<file path="src/rtl/usr_pkg.sv">
// Package: shared mode type for the universal shift register.
// Assumes the select pair is read as {sel1, sel0}.
package usr_pkg;

    typedef enum logic [1:0] {
        MODE_HOLD = 2'b00,
        MODE_UP   = 2'b01,
        MODE_DOWN = 2'b10,
        MODE_LOAD = 2'b11
    } shift_mode_e;

endpackage

</file>
<file path="src/rtl/usr_mode_decode.sv">
// Module: usr_mode_decode
// Turns the select pins into a mode and decides whether the bus is driven.
// Assumes the enables are active low. Load mode always releases the bus.
module usr_mode_decode
    import usr_pkg::*;
(
    input  logic        sel0,
    input  logic        sel1,
    input  logic        oe1_n,
    input  logic        oe2_n,
    output shift_mode_e mode,
    output logic        drive_en
);

    logic enables_on;

    // Map the select pair to a mode.
    always_comb begin
        mode = shift_mode_e'({sel1, sel0});
    end

    // Drive the bus only when both enables are on and the mode is not load.
    always_comb begin
        enables_on = !oe1_n && !oe2_n;
        drive_en   = enables_on && (mode != MODE_LOAD);
    end

endmodule

</file>
<file path="src/rtl/usr_shift_core.sv">
// Module: usr_shift_core
// The storage bits with a per-bit next-value selector.
// Assumes WIDTH >= 2. The clear is asynchronous and active low.
module usr_shift_core
    import usr_pkg::*;
#(
    parameter int WIDTH = 8
) (
    input  logic             clk,
    input  logic             mr_n,
    input  shift_mode_e      mode,
    input  logic             ser_lo,
    input  logic             ser_hi,
    input  logic [WIDTH-1:0] par_in,
    output logic [WIDTH-1:0] q
);

    localparam int TOP = WIDTH - 1;

    logic [WIDTH-1:0] nxt;

    genvar i;
    generate
        for (i = 0; i < WIDTH; i++) begin : g_bit
            logic from_below;
            logic from_above;

            // Source for an upward shift: neighbour below, or the low serial input.
            if (i == 0) begin : g_lo_end
                always_comb from_below = ser_lo;
            end else begin : g_lo_mid
                always_comb from_below = q[i-1];
            end

            // Source for a downward shift: neighbour above, or the high serial input.
            if (i == TOP) begin : g_hi_end
                always_comb from_above = ser_hi;
            end else begin : g_hi_mid
                always_comb from_above = q[i+1];
            end

            // Choose this bit's next value from the mode.
            always_comb begin
                unique case (mode)
                    MODE_UP:   nxt[i] = from_below;
                    MODE_DOWN: nxt[i] = from_above;
                    MODE_LOAD: nxt[i] = par_in[i];
                    default:   nxt[i] = q[i];
                endcase
            end
        end
    endgenerate

    // Storage update, with the master clear taking effect at once.
    always_ff @(posedge clk or negedge mr_n) begin
        if (!mr_n) begin
            q <= '0;
        end else begin
            q <= nxt;
        end
    end

endmodule

</file>
<file path="src/rtl/usr_shift_reg.sv">
// Module: usr_shift_reg (top)
// Universal shift register with a split three-state bus: bus_in/bus_out/bus_oe.
// Assumes something outside the block resolves bus_out and bus_oe into a real bus.
module usr_shift_reg
    import usr_pkg::*;
#(
    parameter int WIDTH = 8
) (
    input  logic             clk,
    input  logic             mr_n,
    input  logic             sel0,
    input  logic             sel1,
    input  logic             oe1_n,
    input  logic             oe2_n,
    input  logic             ser_lo_in,
    input  logic             ser_hi_in,
    input  logic [WIDTH-1:0] bus_in,
    output logic [WIDTH-1:0] bus_out,
    output logic             bus_oe,
    output logic             tap_lo,
    output logic             tap_hi
);

    shift_mode_e      mode;
    logic [WIDTH-1:0] store;

    usr_mode_decode u_dec (
        .sel0     (sel0),
        .sel1     (sel1),
        .oe1_n    (oe1_n),
        .oe2_n    (oe2_n),
        .mode     (mode),
        .drive_en (bus_oe)
    );

    usr_shift_core #(.WIDTH(WIDTH)) u_core (
        .clk    (clk),
        .mr_n   (mr_n),
        .mode   (mode),
        .ser_lo (ser_lo_in),
        .ser_hi (ser_hi_in),
        .par_in (bus_in),
        .q      (store)
    );

    // Present the contents on the bus and on the two serial taps.
    always_comb begin
        bus_out = store;
        tap_lo  = store[0];
        tap_hi  = store[WIDTH-1];
    end

endmodule

</file>
<file path="config.mk">
export PLATFORM = sky130hd
export DESIGN_NAME = usr_shift_reg
export DESIGN_NICKNAME = d
export VERILOG_FILES = /design/src/rtl/usr_pkg.sv /design/src/rtl/usr_mode_decode.sv /design/src/rtl/usr_shift_core.sv /design/src/rtl/usr_shift_reg.sv
export SDC_FILE = /design/constraint.sdc
export NUM_CORES = 1
export LEC_CHECK = 0
export BUFFER_PORTS_ARGS = -buffer_cell sky130_fd_sc_hd__buf_2
export CELL_PAD_IN_SITES_DETAIL_PLACEMENT = 0
export CELL_PAD_IN_SITES_GLOBAL_PLACEMENT = 2
export CORE_MARGIN = 1
export CORE_UTILIZATION = 22
export DETAILED_ROUTE_END_ITERATION = 12
export GPL_ROUTABILITY_DRIVEN = 0
export PLACE_DENSITY_LB_ADDON = 0.25
export SLEW_MARGIN = 40
export SYNTH_ARGS = -nofsm -noshare
export SYNTH_HDL_FRONTEND = slang
export SYNTH_SLANG_ARGS = --single-unit
</file>
<file path="constraint.sdc">
create_clock -name clk -period 0.86 [get_ports clk]
set_input_delay 0.043 -clock clk [delete_from_list [all_inputs] [get_ports clk]]
set_output_delay 0.043 -clock clk [all_outputs]
set_load 0.005 [all_outputs]
</file>
==> results.md <==
* Run status: finished with violations
* Top Family by Delay on Critical Path: multiplexers
* Hold Path Cell Cnt at 2
* # fillers at 197
* Met3 track demand over resource in global routing at 3.57%
* Sinks on Clock Net at 8
* Unrepaired setup endpoints after global routing: yes
* Number of diodes added for antenna fixing at 0
* Drt total wl at 980 um
* Remaining global-route overflow at 0
* Standard cell area after detailed placement at 579 sq um
* Largest vdd supply drop at 0.000609 V
* Met2 Resource Use GR at 15.8%
* Maxcap violations at 0
* Fmax achieved at 972 MHz
* Pin slew with the least headroom to its limit at 0.226 ns
* Starting density of the core at 24.1%
* Number of levels the H-tree was split into at 1
* Max-slew violation count at 0
* Non-Filler Cell Area, Final at 658 sq um
* Core region area at 0.00176 sq mm
* Startpoint class of the critical path: flop
* Die area at 0.00211 sq mm
* Fraction of the cycle the final worst path needs at 120%
* Clock Power Share at 23.5%
* Number of antenna violations at the first check in global routing at 0
* Area growth from synthesis to layout at 54.7%
* Post-synthesis cell type count at 5
* Largest register by flop count: u_core.q
* Worst clock skew on the final layout at 0.000538 ns
* Die height at 46.0 um
* All-Layer GR Usage at 11.1%
* Number of port buffers at 26
* Hold WC Path Type: input pin to flop
* Biggest fanout along the worst timing path at 4
* Yosys top cell area share at 47.1%
* Initial DRC count at 3
* Critical Path Sink Type: flop
* Commonest cells after routing, fill and taps aside: 21 x buf_2, 8 x mux4_2, 8 x dfrtp_1
* Vias per std cell at 4.45
* Number of routed nets with antenna violations at 0
* Combinational power share at 34.0%
* Proportion of layout cells with a drive suffix above 1 at 80.8%
* Lkg Pwr at 0.304 nW
* Per-cell routed wire length at 12.7 um
* Count of standard-cell rows at 15
* Final critical delay including setup and external delays at 1.03 ns
* Cells taking the most area after synthesis: dfrtp_1 47%, mux4_2 42%, buf_6 5.3%
* Max-slew headroom at the worst pin at 84.9%
* Seq cells post-synth at 8
* Cell with the largest stage delay on the worst path: mux4_2
* Delay of the slowest cell on the worst path at 0.48 ns
* Largest registers: u_core.q x8
* Data arrival time at the worst-slack endpoint at 1.15 ns
* Violated checks: setup timing
* Busiest metal layer after global routing: met2
* Sequential-to-total area share from yosys stat at 47.1%
* Avg Inst Size Synth at 20.3 sq um
* Switching pwr at 0.000342 W
* Root Buffer: clkbuf_4
* Count of synthesis-stage warnings from yosys at 0
* CTS tree: yes
* Number of flip-flops under the largest register name at 8
* Minimum setup slack after placement at -0.156 ns
* Internal power at 0.000932 W
* Met1 capacity usage during global routing at 13.7%
* Category of the most critical setup path: flop to flop
* Switching share of power at 26.9%
* Crit path depth at 1
* Vias at 343
* I/O pin total at 27
* First-pass GRT wire length at 1500 um
* Netlist area before placement at 425 sq um
* HPWL after DPL at 749 um
* Drc violations at 0
* Clock transition time at the flip-flop clock pins of the worst setup and hold paths at 0.06 ns
* Number of endpoints with negative hold slack in the final report at 0
* Most common cell after layout, fill and taps aside: buf_2
* Final net count at 70
* Chip width at 46.0 um
* Number of standard cells after synthesis at 21
* Nets in the synthesized netlist at 37
* Pre-antenna DRT Iters at 2
* Clock latency at the later pin of the worst-skew pair at 0.26 ns
* Largest net degree at the start of global routing at 10
* Power Density at 1940 mW/mm^2
* Sequential Power Share at 42.6%
* Vias in the first global route at 336
* Post-synthesis cell type with the largest combined area: dfrtp_1
* Number of buffer and inverter stages on the critical path at 0
* Worst path cell trace: mux4_2
* Critical Path RT at 0.99 ns
* Fin worst setup slack at -0.169 ns
* Clock Tree Buf Depth at 2
* Final setup vio count at 13
* Worst-case reg-to-reg path depth at 1
* Total clock buffers created by CTS at 3
==> cell type report <==
class / count / area (sq um) / area share [%]
timing repair buffer: 32 / 216 / 32.9
sequential: 8 / 200 / 30.4
multi-input combinational: 9 / 188 / 28.5
tap: 25 / 31.3 / 4.75
clock buffer: 3 / 22.5 / 3.42
==> what timing repair did <==
item                                   CTS  global route
resized for setup                        7             0
pin swaps                                0             0
setup buffers                            1             0
hold buffers                             1             0
setup endpoints to repair               14            18
endpoints found under the hold margin    8             0
==> per-layer routing <==
| metal | routed length (um) | share of wire (%) |
|---|---|---|
| met1 | 418 | 43 |
| met2 | 484 | 49 |
| met3 | 63 | 6.4 |
| met4 | 14 | 1.4 |
| met5 | 0 | 0 |
==> power groups by stage <==
stage | Combinational (W) | Clock (W) | Sequential (W)
4_1_cts | 0.000442 | 0.000307 | 0.000545
3_3_place_gp | 0.000348 | 0 | 0.000536
5_1_grt | 0.000465 | 0.000321 | 0.000556
3_5_place_dp | 0.000351 | 0 | 0.000544
2_1_floorplan | 0.000188 | 0 | 0.000534
6_report | 0.000433 | 0.000299 | 0.000542
==> cells in the mapped netlist (all sizes together) <==
| cell | count |
|---|---|
| a211oi | 1 |
| buf | 4 |
| dfrtp | 8 |
| mux4 | 8 |
==> path summary, 6_finish.rpt <==
kind	start	endpoint	slack, ns
worst max-delay path	u_core.q[4]	u_core.q[5]	-0.17
worst min-delay path	bus_in[6]	u_core.q[6]	0.10
worst max register to register	u_core.q[4]	u_core.q[5]	-0.17
worst min register to register	u_core.q[7]	u_core.q[6]	0.64
max in group asynchronous	mr_n	u_core.q[2]	0.53
min in group asynchronous	mr_n	u_core.q[7]	0.17
==> per-stage QoR <==
stage                     cells  TNS, ns  power [W]  hold slack [ns]  util [%]
after floorplan              21   -0.839   0.000723           -0.253         -
after global placement       72   -0.912   0.000884           -0.105      32.8
after detailed placement     72    -1.03   0.000895           -0.102      32.8
after CTS                    77    -1.58    0.00129           0.0955      37.3
after global routing         77    -1.91    0.00134           0.0978      37.3
final                        77    -1.51    0.00127            0.101      37.3
==> kinds of logic (layout without fill, tap and decap cells) <==
logic type | Yosys count | in the layout | synth area share (%)
flip-flops | 8 | 8 | 47.1
AO/OA/AOI/OAI | 1 | 1 | 1.77
buffers and inverters | 4 | 35 | 8.82
multiplexers | 8 | 8 | 42.4
Power figures use the tool's default switching activity.
